[src/rtl/sbus_pkg.sv]
package sbus_pkg;

    typedef enum logic [1:0] {
        ALU_ADD = 2'd0,
        ALU_SUB = 2'd1,
        ALU_AND = 2'd2,
        ALU_XOR = 2'd3
    } alu_fn_e;

    typedef enum logic [2:0] {
        SRC_NONE,
        SRC_GPR,
        SRC_PC,
        SRC_MDR,
        SRC_Z,
        SRC_OFF
    } bus_src_e;

    typedef struct packed {
        logic pc;
        logic ir;
        logic y;
        logic z;
        logic gpr;
    } load_s;

    localparam int unsigned PC_STEP = 4;

    function automatic bus_src_e pick_src(input logic gpr, input logic pc,
                                          input logic mdr, input logic z,
                                          input logic off);
        if (gpr)      return SRC_GPR;
        else if (pc)  return SRC_PC;
        else if (mdr) return SRC_MDR;
        else if (z)   return SRC_Z;
        else if (off) return SRC_OFF;
        return SRC_NONE;
    endfunction

endpackage

[src/rtl/sbus_regfile.sv]
module sbus_regfile #(
    parameter int DW   = 32,
    parameter int NREG = 8,
    localparam int RIDX = $clog2(NREG)
) (
    input  logic            clk,
    input  logic            rst,
    input  logic            we,
    input  logic [RIDX-1:0] widx,
    input  logic [DW-1:0]   wdata,
    input  logic [RIDX-1:0] ridx,
    output logic [DW-1:0]   rdata
);
    logic [DW-1:0] cell_q [NREG];

    for (genvar g = 0; g < NREG; g++) begin : g_cell
        logic [DW-1:0] q;
        always_ff @(posedge clk) begin
            if (rst)
                q <= '0;
            else if (we && widx == RIDX'(g))
                q <= wdata;
        end
        assign cell_q[g] = q;
    end

    assign rdata = cell_q[ridx];
endmodule

[src/rtl/sbus_alu.sv]
module sbus_alu
    import sbus_pkg::*;
#(
    parameter int DW = 32
) (
    input  logic [DW-1:0] a,
    input  logic [DW-1:0] b,
    input  logic          cin,
    input  alu_fn_e       fn,
    output logic [DW-1:0] res
);
    always_comb begin
        unique case (fn)
            ALU_ADD: res = a + b + {{(DW-1){1'b0}}, cin};
            ALU_SUB: res = a - b;
            ALU_AND: res = a & b;
            ALU_XOR: res = a ^ b;
            default: res = '0;
        endcase
    end
endmodule

[src/rtl/sbus_memif.sv]
module sbus_memif #(
    parameter int DW = 32
) (
    input  logic          clk,
    input  logic          rst,
    input  logic          hold,
    input  logic [DW-1:0] bus,
    input  logic          mar_ld,
    input  logic          mdr_ld_bus,
    input  logic          mdr_ld_mem,
    input  logic          mdr_drive,
    input  logic          rd_req,
    input  logic          wr_req,
    input  logic          mfc,
    input  logic [DW-1:0] mem_rdata,
    output logic [DW-1:0] mar_q,
    output logic [DW-1:0] mdr_q,
    output logic [DW-1:0] mem_wdata,
    output logic          rd_pend,
    output logic          wr_pend
);
    always_ff @(posedge clk) begin
        if (rst) begin
            mar_q <= '0;
            mdr_q <= '0;
        end else if (!hold) begin
            if (mar_ld)
                mar_q <= bus;
            if (mdr_ld_mem)
                mdr_q <= mem_rdata;
            else if (mdr_ld_bus)
                mdr_q <= bus;
        end
    end

    always_ff @(posedge clk) begin
        if (rst) begin
            rd_pend <= 1'b0;
            wr_pend <= 1'b0;
        end else begin
            if (rd_req && !hold)
                rd_pend <= 1'b1;
            else if (mfc)
                rd_pend <= 1'b0;
            if (wr_req && !hold)
                wr_pend <= 1'b1;
            else if (mfc)
                wr_pend <= 1'b0;
        end
    end

    assign mem_wdata = mdr_drive ? mdr_q : '0;
endmodule

[src/rtl/sbus_datapath.sv]
module sbus_datapath
    import sbus_pkg::*;
#(
    parameter int DW    = 32,
    parameter int NREG  = 8,
    parameter int OFF_W = 16,
    localparam int RIDX = $clog2(NREG)
) (
    input  logic            clk,
    input  logic            rst,
    input  logic            gpr_oe,
    input  logic [RIDX-1:0] gpr_oidx,
    input  logic            gpr_ie,
    input  logic [RIDX-1:0] gpr_iidx,
    input  logic            pc_oe,
    input  logic            pc_ie,
    input  logic            ir_ie,
    input  logic            off_oe,
    input  logic            mar_ie,
    input  logic            mdr_oe,
    input  logic            mdr_ie,
    input  logic            mdr_mem_ie,
    input  logic            mdr_mem_oe,
    input  logic            y_ie,
    input  logic            z_oe,
    input  logic            z_ie,
    input  logic            const4_sel,
    input  logic [1:0]      alu_fn,
    input  logic            alu_cin,
    input  logic            rd_cmd,
    input  logic            wr_cmd,
    input  logic            wait_mfc,
    input  logic            mfc,
    input  logic [DW-1:0]   mem_rdata,
    output logic [DW-1:0]   mem_addr,
    output logic [DW-1:0]   mem_wdata,
    output logic            mem_rd,
    output logic            mem_wr,
    output logic            stall,
    output logic [DW-1:0]   bus_mon,
    output logic [DW-1:0]   pc_q,
    output logic [DW-1:0]   ir_q
);
    localparam int EXT_W = DW - OFF_W;

    logic          hold;
    load_s         ld;
    bus_src_e      src;
    logic [DW-1:0] bus;
    logic [DW-1:0] gpr_rd;
    logic [DW-1:0] mdr_q;
    logic [DW-1:0] y_q;
    logic [DW-1:0] z_q;
    logic [DW-1:0] alu_a;
    logic [DW-1:0] alu_res;
    logic [DW-1:0] off_ext;

    assign hold  = wait_mfc && !mfc;
    assign stall = hold;

    always_comb begin
        ld.pc  = pc_ie  && !hold;
        ld.ir  = ir_ie  && !hold;
        ld.y   = y_ie   && !hold;
        ld.z   = z_ie   && !hold;
        ld.gpr = gpr_ie && !hold;
    end

    assign off_ext = {{EXT_W{ir_q[OFF_W-1]}}, ir_q[OFF_W-1:0]};
    assign src     = pick_src(gpr_oe, pc_oe, mdr_oe, z_oe, off_oe);

    always_comb begin
        unique case (src)
            SRC_GPR: bus = gpr_rd;
            SRC_PC:  bus = pc_q;
            SRC_MDR: bus = mdr_q;
            SRC_Z:   bus = z_q;
            SRC_OFF: bus = off_ext;
            default: bus = '0;
        endcase
    end
    assign bus_mon = bus;

    sbus_regfile #(.DW(DW), .NREG(NREG)) i_rf (
        .clk   (clk),
        .rst   (rst),
        .we    (ld.gpr),
        .widx  (gpr_iidx),
        .wdata (bus),
        .ridx  (gpr_oidx),
        .rdata (gpr_rd)
    );

    assign alu_a = const4_sel ? DW'(PC_STEP) : y_q;

    sbus_alu #(.DW(DW)) i_alu (
        .a   (alu_a),
        .b   (bus),
        .cin (alu_cin),
        .fn  (alu_fn_e'(alu_fn)),
        .res (alu_res)
    );

    sbus_memif #(.DW(DW)) i_mem (
        .clk        (clk),
        .rst        (rst),
        .hold       (hold),
        .bus        (bus),
        .mar_ld     (mar_ie),
        .mdr_ld_bus (mdr_ie),
        .mdr_ld_mem (mdr_mem_ie),
        .mdr_drive  (mdr_mem_oe),
        .rd_req     (rd_cmd),
        .wr_req     (wr_cmd),
        .mfc        (mfc),
        .mem_rdata  (mem_rdata),
        .mar_q      (mem_addr),
        .mdr_q      (mdr_q),
        .mem_wdata  (mem_wdata),
        .rd_pend    (mem_rd),
        .wr_pend    (mem_wr)
    );

    always_ff @(posedge clk) begin
        if (rst) begin
            pc_q <= '0;
            ir_q <= '0;
            y_q  <= '0;
            z_q  <= '0;
        end else begin
            if (ld.pc) pc_q <= bus;
            if (ld.ir) ir_q <= bus;
            if (ld.y)  y_q  <= bus;
            if (ld.z)  z_q  <= alu_res;
        end
    end
endmodule

[config.mk]
export PLATFORM = sky130hd
export DESIGN_NAME = sbus_datapath
export DESIGN_NICKNAME = d
export VERILOG_FILES = /design/src/rtl/sbus_pkg.sv /design/src/rtl/sbus_regfile.sv /design/src/rtl/sbus_alu.sv /design/src/rtl/sbus_memif.sv /design/src/rtl/sbus_datapath.sv
export SDC_FILE = /design/constraint.sdc
export NUM_CORES = 1
export LEC_CHECK = 0
export ABC_AREA = 1
export BUFFER_PORTS_ARGS = -buffer_cell sky130_fd_sc_hd__buf_2
export CAP_MARGIN = 25
export CORE_MARGIN = 2
export CORE_UTILIZATION = 55
export CTS_CLUSTER_SIZE = 12
export DETAILED_ROUTE_END_ITERATION = 6
export PLACE_DENSITY = 0.71
export SLEW_MARGIN = 20
export SYNTH_ARGS = -nofsm -noshare
export SYNTH_HDL_FRONTEND = slang
export SYNTH_SLANG_ARGS = --single-unit
export TNS_END_PERCENT = 5
[constraint.sdc]
create_clock -name clk -period 5.8 [get_ports clk]
set_clock_uncertainty 0.2 [all_clocks]
set_input_delay 1.16 -clock clk [delete_from_list [all_inputs] [get_ports clk]]
set_output_delay 1.16 -clock clk [all_outputs]
set_load 0.03 [all_outputs]
==> results, run 1 <==
- The flow ran to the end, but the final reports show violations.
- The checks that failed: design-rule violations.
- The detailed router finished its first iteration with 3049 violations.
- The post-route total power is 8.32 mW.
- No sink is reached through more buffers than the 3 on the longest clock path.
- The DRC violation count after routing is 24.
- sky130_fd_sc_hd__nand2_1 is the most common cell in the netlist.
- Dividing the final minimum period by the clock period gives 0.829.
- The detailed placer's ending HPWL is 66200 um.
- The root buffer cell is sky130_fd_sc_hd__clkbuf_16.
- After synthesis, the most frequently instantiated cells are 856 x sky130_fd_sc_hd__nand2_1, 807 x sky130_fd_sc_hd__inv_1, 479 x sky130_fd_sc_hd__o21ai_0.
- The number of pins with negative max-slew slack in the final report is 0.
- STA puts the critical path data required time at 4.44 ns.
- Across the run, the number of max-cap violations was 0.
- Of the synthesized area, sequential elements account for 0.346.
- Entering global routing, the biggest net connects 174 pins.
- The most used flip-flop cell after synthesis is sky130_fd_sc_hd__dfxtp_1.
- Compared with the post-synthesis result, the final layout area differs by 12.3%.
- The total routed wire length on the met1 layer is 40100 um.
- The Yosys step of the flow raised 0 warnings.
- The met3 wirelength from detailed routing is 8430 um.
- The power per cell area is 284 mW/mm^2.
- The via count of the first global-routing pass is 24.5k.
- The number of enable-type register cells in the synthesized netlist is 0.
- The total area inside the core boundary comes to 0.0467 sq mm.
- The unique cell type count in the Yosys netlist is 44.
- The clock tree from TritonCTS is built.
- The residual antenna-violating net count after detailed routing is 0.
- Summed over all failing endpoints, the final setup total negative slack is 0 ns.
- The number of antenna diodes in the final layout is 0.
- VDD sags by at most 0.227 mV.
- After synthesis, the mean cell area works out to 6.24 sq um.
- The path class of the tightest hold or removal check is register to register.
- Summed over all instances, the cell type with the most area after synthesis is sky130_fd_sc_hd__dfxtp_1.
- The first TritonRoute pass finished after 7 iterations.
- The fill cell instance count of the final layout is 4633.
- The number of primary I/O pins is 225.
- The fraction of final layout cells sized beyond drive strength 1 is 0.110.
- The highest fanout seen on the critical path is 26.
- Port buffering added 224 buffers.
- The tightest slew margin relative to the limit is 0.291.
- The number of gates resized after cts is 0.
- After synthesis the cells add up to 0.0261 sq mm.
- The mean number of vias per cell is 5.52.
- In this run the critical register-to-register path is captured at z_q[22]$_SDFFE_PP0P_.
- The worst setup path is captured at a primary output.
- The floorplan die height is 222 um.
- The worst-margin pin slew is 1.06 ns.
- The number of H-tree branching levels is 2.
- The kind of start point of the critical path is a primary input.
- The cts-stage hold buffer count is 0.
- Summed over all nets, wire length on met2 after detailed routing comes to 41800 um.
- The clock sink count is 450.
- Data arrives at the worst endpoint at 3.45 ns.
- The synthesized netlist cell count is 4174.
- The net total in the final layout is 4425.
- The final hold violation count is 0.
- For this run, the total global-route usage over all layers was measured as 0.378.
- After clock tree synthesis, the clock-pin slew on the worst setup and hold paths is 0.06 ns.
- The category of the most critical setup path is primary input to primary output.
- The detailed router placed 27.2k vias in this run.
- In this run the critical register-to-register path is launched from i_rf.g_cell[4].q[0]$_SDFFE_PP0P_.
- The top layer used by detailed routing is met4.
- The clock latency at the later pin of the worst-skew pair is 0.61 ns.
- The worst setup path startpoint is mdr_oe.
- The number of antenna violations at the first check in global routing was 1.
- The post-synthesis net count is 4310.
- The first global-routing pass estimated 145000 um of wire.
- For this run, the top clock speed supported by timing is 208 MHz.
- The final-report setup violation count is 0.
- In this run the horizontal extent of the chip is 222 um.
- For this configuration, the core starts out at a cell density of 0.558.
- Summed over all cells, the static leakage comes to 15.7 nW.
- The length in cells of the worst reg-to-reg path is 23.
- The total global routing overflow is 0.
- The full die area is 0.0491 sq mm.
- The cell row count is 79.
- Setup repair after global routing left no endpoint under its margin.
- The mean routed wirelength per cell is 19.4 um.
- Across all hold checks on the routed design, the worst slack comes to 0.269 ns.
- The post-route minimum period is 4.81 ns.
- The buffers inserted during post-CTS setup optimization is 0.
- The number of buffers inserted during clock tree synthesis is 49.
- Of all flip-flops after synthesis, the portion carrying an async set or reset was 0.
- Routability-driven placement finished with a final weighted congestion of 1.04.
- The worst register-to-register path has a setup slack of 2.04 ns.
- The synthesized design contains 450 register bits.
- By area the synthesized netlist is led by sky130_fd_sc_hd__dfxtp_1 35%, sky130_fd_sc_hd__nand2_1 12%, sky130_fd_sc_hd__inv_1 12%, sky130_fd_sc_hd__o21ai_0 9.2%, sky130_fd_sc_hd__a21oi_1 7.2%.
- The wire length reported by the detailed router is 95700 um.
- The timing endpoint of the critical path is bus_mon[30].
- The share of synthesized area in the top cell type comes to 0.346.
[stage by stage]
step	instances	worst slack [ns]	utilization	instance area, sq um
global placement	4844	0.630	0.593	27700
finish	4930	0.994	0.627	29300
global route	4930	0.706	0.627	29300
detailed placement	4845	0.626	0.594	27700
CTS	4930	1.08	0.627	29300
floorplan	4174	1.23	-	26100
[kinds of logic after synthesis]
kind of cell	share of synthesized area
compound gates	0.237
buf+inv	0.158
xor+xnor	0.00202
simple gates	0.221
flops	0.346
fa+ha+maj	0.0364
[state kept, by name, summed over array words and instances (netlist names)]
| signal | cells |
|---|---|
| pc_q | 32 |
| i_mem.wr_pend | 1 |
| i_mem.rd_pend | 1 |
| i_mem.mdr_q | 32 |
| i_rf.g_cell.q | 256 |
| i_mem.mar_q | 32 |
| y_q | 32 |
| ir_q | 32 |
| z_q | 32 |
[power breakdown]
group / total [mW] / leakage (nW) / internal (mW) / switching, mW
sequential: 3.31 / 3.67 / 3.23 / 0.0815
combinational: 1.92 / 11.2 / 0.508 / 1.41
clock: 3.08 / 0.776 / 1.74 / 1.34
[cell type report]
| cell class | instances | area, sq um | share of cell area |
|---|---|---|---|
| flip-flops and latches | 450 | 9010 | 0.308 |
| repair buffers | 302 | 1780 | 0.0607 |
| clock inverters | 15 | 138 | 0.00470 |
| multi-input cells | 2644 | 13000 | 0.444 |
| inverters | 842 | 3170 | 0.108 |
| well taps | 607 | 759 | 0.0260 |
| clock buffers | 70 | 1420 | 0.0484 |
[critical path, cell delays in order]
cell and delay (ns):
sky130_fd_sc_hd__buf_2 0.13, sky130_fd_sc_hd__inv_2 0.05, sky130_fd_sc_hd__a21oi_4 0.25, sky130_fd_sc_hd__inv_2 0.22
sky130_fd_sc_hd__nand2_2 0.17, sky130_fd_sc_hd__buf_4 0.34, sky130_fd_sc_hd__o21ai_0 0.14, sky130_fd_sc_hd__nor3_1 0.40
sky130_fd_sc_hd__nand2_1 0.15, sky130_fd_sc_hd__buf_4 0.22, sky130_fd_sc_hd__buf_2 0.19
[worst min-delay path by stage]
stage | start | end | slack [ns] | cells past startpoint
2_1_floorplan | z_q[2]$_SDFFE_PP0P_ | z_q[2]$_SDFFE_PP0P_ | 0.23 | 2
3_3_place_gp | i_mem.rd_pend$_SDFFE_PP0P_ | i_mem.rd_pend$_SDFFE_PP0P_ | 0.25 | 2
3_5_place_dp | z_q[2]$_SDFFE_PP0P_ | z_q[2]$_SDFFE_PP0P_ | 0.26 | 2
4_1_cts | z_q[2]$_SDFFE_PP0P_ | z_q[2]$_SDFFE_PP0P_ | 0.27 | 2
5_1_grt | z_q[2]$_SDFFE_PP0P_ | z_q[2]$_SDFFE_PP0P_ | 0.29 | 2
6_report | z_q[2]$_SDFFE_PP0P_ | z_q[2]$_SDFFE_PP0P_ | 0.27 | 2
[placed cells by master, fill, tap and decap left out, drive strengths merged, types with 2 or more instances in the layout]
master / netlist / routed
o221ai: 5 / 5
nor4: 5 / 5
a211oi: 5 / 5
nor2: 277 / 277
nand3: 169 / 169
inv: 842 / 844
dfxtp: 450 / 450
clkbuf: 193 / 70
fa: 3 / 3
a31oi: 6 / 6
clkinv: 0 / 12
nand2: 883 / 883
o22ai: 17 / 17
o21bai: 17 / 17
and2: 5 / 5
o211ai: 65 / 65
o21ai: 677 / 677
ha: 71 / 71
xor2: 4 / 4
a41oi: 5 / 5
or2: 4 / 4
nor3: 29 / 29
a21oi: 374 / 374
nand4: 14 / 14
nand3b: 4 / 4
xnor2: 2 / 2
buf: 45 / 302
[per-layer routing]
metal,vias to the layer above,global-route usage
li1,13400,-
met1,12200,0.494
met2,1357,0.602
met3,230,0.0569
met4,0,0.203
met5,-,0
Note: power is estimated with default switching activity, not from simulation.
==> inputs of run 2 (changes only) <==
ABC_AREA = 0   (was 1)
CORE_UTILIZATION = 54   (was 55)
PLACE_DENSITY = 0.74   (was 0.71)
clock period = 4.2 ns   (was 5.8 ns; I/O delays follow)
==> results, run 2 <==
- The worst setup path is launched from a primary input.
- Summed over all layers, the routed wires come to 86400 um.
- The die covers 0.0442 sq mm.
- For the worst flop-to-flop path, the logic depth is 17.
- The HPWL after detailed placement is 59300 um.
- The category of the most critical setup path is primary input to register.
- The fraction of final layout cells sized beyond drive strength 1 is 0.313.
- The average cell area after synthesis is 8.70 sq um.
- The cell type group with the largest total delay on the critical path is compound AO/OA/AOI/OAI gates.
- The register with the most flip-flops is i_rf.g_cell.q.
- Along the worst hold path, the cell count comes to 2.
- Measured along the x axis, the die boundary spans 210 um.
- The largest buffer count on any clock path is 3.
- The later pin in the worst-skew pair is clocked with a latency of 0.60 ns.
- The highest fanout seen on the critical path is 8.
- For this run, design rule violations remaining after detail routing come to 0.
- IR analysis of the VDD net gives a maximum drop of 0.405 mV.
- For this design, the slowest cell found on the critical path is sky130_fd_sc_hd__a222oi_1.
- The number of buffers and inverters on the critical path is 5.
- The area after detailed placement is 0.0270 sq mm.
- The final reports fail on negative setup slack.
- In this run the critical register-to-register path is captured at z_q[24]$_SDFFE_PP0P_.
- In this run the critical register-to-register path is launched from i_rf.g_cell[3].q[0]$_SDFFE_PP0P_.
- The net total in the final layout is 3195.
- Of the total power, registers draw 0.412.
- The total net switching power is 3.48 mW.
- The final-report setup violation count is 10.
- After clock tree synthesis, the clock-pin slew on the worst setup and hold paths is 0.06 ns.
- The antenna diode count is 0.
- For the pin with the worst max-slew slack, the measured transition is 1.00 ns.
- The share of total power dissipated in combinational logic is 0.229.
- The number of nets in the synthesized netlist is 2777.
- After synthesis the netlist holds a flip-flop and latch count of 450.
- Detailed routing inserted a total of 22.9k vias.
- In the layout the commonest cells are 479 x sky130_fd_sc_hd__nor2_1, 450 x sky130_fd_sc_hd__dfxtp_1, 402 x sky130_fd_sc_hd__a211oi_1, 360 x sky130_fd_sc_hd__buf_4, 219 x sky130_fd_sc_hd__buf_2.
- The cell row count is 75.
- Buffers inserted during clock tree synthesis total 48.
- The Yosys step of the flow raised 0 warnings.
- The congestion estimate from routability-driven global placement came to 0.931.
- The overall fraction of global-route tracks in use is 0.379.
- The cell with the most instances after synthesis is sky130_fd_sc_hd__nor2_1.
- Of the total power, the share spent switching nets is 0.309.
- The most repeated library cell on the critical path is sky130_fd_sc_hd__buf_4.
- On the final layout, the worst hold slack is 0.272 ns.
- The root buffer cell is sky130_fd_sc_hd__clkbuf_16.
- The initial standard-cell utilization of the core is 0.548.
- The number of pins with negative max-slew slack in the final report came to 0.
- The worst hold path belongs to the class register to register.
- The count of input and output buffers is 224.
- By area the synthesized netlist is led by sky130_fd_sc_hd__dfxtp_1 39%, sky130_fd_sc_hd__a211oi_1 13%, sky130_fd_sc_hd__nor2_1 7.9%, sky130_fd_sc_hd__mux4_2 6.4%, sky130_fd_sc_hd__ha_1 3.9%.
- The clock sink count is 450.
- The first global-routing pass estimated 130000 um of wire.
- During I/O placement, the number of pins put on the boundary was 225.
- By count the netlist is led by 482 x sky130_fd_sc_hd__nor2_1, 450 x sky130_fd_sc_hd__dfxtp_1, 408 x sky130_fd_sc_hd__a211oi_1.
- Counting buffers and inverters, the worst setup path is 18 cells deep.
- The H-tree was split into 2 levels.
- After detailed routing, the number of vias per cell comes to 6.32.
- The share of the synthesized area in the top cell type is 0.392.
- Derived from the worst setup path, the maximum achievable clock frequency is 230 MHz.
- The post-synthesis cell area is 0.0230 sq mm.
- The post-route minimum period is 4.35 ns.
- The number of flip-flops in the largest register is 256.
- The highest cell delay on the worst timing path is 0.44 ns.
- After routing the design area is 0.0297 sq mm.
- In this run the remaining antenna-violating nets after routing total 0.
- In the synthesized netlist the dominant register cell turns out to be sky130_fd_sc_hd__dfxtp_1.
- Summed over all instances, the cell type with the most area after synthesis is sky130_fd_sc_hd__dfxtp_1.
- The number of antenna violations at the first check in global routing is 1.
- In this run the worst setup path begins at mdr_oe.
- Across the run, the number of max-cap violations was 0.
- The region available for standard cell placement spans 0.0419 sq mm.
- Setup repair after global routing could not meet its margin everywhere.
- In this run the register-to-register setup slack is 0.04 ns.
- The power per cell area is 379 mW/mm^2.
- The power share of the clock group is 0.359.
- Leaving out fill and tap cells, the most frequent cell in the layout is sky130_fd_sc_hd__nor2_1.
- The number of hold buffers added after CTS was 0.
- Counting distinct cell types in the post-synthesis netlist gives 87.
- Summed over all layers, the global routing overflow is 0.
- For the worst setup path, the data arrival time is 4.65 ns.
- The sequential element share of the synthesized area is 0.392.
- The run finished, with violations left.
- Dividing the detail-routed wire length by the instance count gives 23.8 um.
- The post-synthesis to final-layout area growth is 29.1%.
- Cell internal power was estimated by the tool at 7.78 mW.
- Traced cell by cell, the critical path runs through buf_2, nor3b_4, buf_4, buf_4, a222oi_1, nand2_1, a21oi_1, buf_4, ha_4, buf_4, and3_4, a31o_2, a31o_4, a41o_4, a31o_4, a31oi_4, mux2_4, a211oi_2.
- The clock tree from TritonCTS is built.
- Yosys mapped a number of flops with a built-in enable equal to 0.
- The pin count of the biggest net entering global routing is 156.
- In this run the tightest slew margin relative to its limit is 0.332.
- In the post-route analysis, the smallest setup slack over all paths is -0.146 ns.
- The worst setup path is captured at a register.
- Synthesis produced 2641 cells.
- STA puts the critical path data required time at 4.51 ns.
- The first detailed-routing pass took 7 iterations.
- The final hold violation count is 0.
- The timing endpoint of the critical path is z_q[31]$_SDFFE_PP0P_.
- After synthesis, the share of flip-flops with an asynchronous set or reset is 0.
- The via count of the first global-routing pass is 22.3k.
- The leakage component of the power is 12.1 nW.
- Of the available clock period, the critical path in the final layout requires 1.03.
- Measured along the y axis, the die boundary spans 210 um.
- The detailed router's first-iteration violation count is 2290.
## run 2: cell types whose count changed after synthesis, moves of 35 or more
cell	before	now
sky130_fd_sc_hd__inv_1	807	63
sky130_fd_sc_hd__nand2_1	856	178
sky130_fd_sc_hd__a211oi_1	5	408
sky130_fd_sc_hd__o21ai_0	479	84
sky130_fd_sc_hd__a21oi_1	373	125
sky130_fd_sc_hd__nor2_1	275	482
sky130_fd_sc_hd__o21ai_1	198	4
sky130_fd_sc_hd__nand3_1	168	14
sky130_fd_sc_hd__mux4_2	0	65
sky130_fd_sc_hd__o211ai_1	65	11
sky130_fd_sc_hd__nor2b_1	0	45
sky130_fd_sc_hd__and2_1	3	40
sky130_fd_sc_hd__inv_2	35	0
## run 2: layout make-up
cell class,instances,area [sq um]
Sequential cell,450,9010
Multi-Input combinational cell,1863,13600
Clock buffer,69,1370
Fill cell,3145,12300
Clock inverter,10,77.6
Inverter,64,244
Timing Repair Buffer,632,4650
Tap cell,539,674
## run 2: cells by family (layout without fill, tap and decap cells)
| kind of cell | after synthesis | in the layout | share of synthesized area |
|---|---|---|---|
| fa+ha+maj | 74 | 74 | 0.0413 |
| mux | 108 | 108 | 0.0843 |
| compound gates | 808 | 808 | 0.257 |
| xor+xnor | 19 | 19 | 0.00724 |
| buf+inv | 328 | 775 | 0.0568 |
| flops | 450 | 450 | 0.392 |
| simple gates | 854 | 854 | 0.161 |
## run 2: routing by layer
layer	wire length [um]	track usage	vias to the layer above
met5	14	0	-
met4	5360	0.205	2
met3	6760	0.0626	263
met2	40800	0.622	1150
met1	33400	0.478	11100
li1	-	-	10400
## run 2: worst min-delay path by stage
stage	startpoint	end	slack (ns)
floorplan	z_q[10]$_SDFFE_PP0P_	z_q[10]$_SDFFE_PP0P_	0.23
detailed placement	z_q[8]$_SDFFE_PP0P_	z_q[8]$_SDFFE_PP0P_	0.26
CTS	rd_cmd	i_mem.rd_pend$_SDFFE_PP0P_	0.27
finish	i_mem.mdr_q[22]$_SDFFE_PP0P_	i_mem.mdr_q[22]$_SDFFE_PP0P_	0.27
global placement	z_q[8]$_SDFFE_PP0P_	z_q[8]$_SDFFE_PP0P_	0.25
global route	wr_cmd	i_mem.wr_pend$_SDFFE_PP0P_	0.28
## run 2: stage by stage
step	TNS (ns)	worst slack, ns	util	cells	power [mW]
5_1_grt	-2.71	-0.287	0.707	3627	11.6
4_1_cts	-0.0764	-0.0315	0.697	3616	11.1
2_1_floorplan	-14.79	-0.703	-	2641	6.10
3_5_place_dp	-26.37	-1.18	0.643	3516	7.05
6_report	-0.681	-0.146	0.707	3627	11.3
3_3_place_gp	-24.18	-1.07	0.643	3516	7.02
## run 2: repair_timing
action / CTS / global route
resized for setup: 107 / 84
gates cloned: 3 / 0
pin swaps: 41 / 62
endpoints found under the setup margin: 37 / 29
setup buffers: 19 / 11
## run 2: power by group through the flow
| stage | combinational [mW] | sequential, mW | clock, mW |
|---|---|---|---|
| floorplan | 1.32 | 4.78 | 0 |
| global placement | 2.31 | 4.71 | 0 |
| detailed placement | 2.34 | 4.72 | 0 |
| CTS | 2.46 | 4.63 | 4.05 |
| global route | 2.74 | 4.64 | 4.22 |
| finish | 2.58 | 4.64 | 4.04 |
## run 2: worst register-to-register path, delay by kind of cell (launching register included)
kind	cells	cell delay, ns
multiplexers	2	0.78
adder cells (fa/ha/maj)	2	0.58
buffers and inverters	3	0.35
flip-flops	1	0.31
AO/OA/AOI/OAI	7	1.27
AND/OR/NAND/NOR	3	0.58
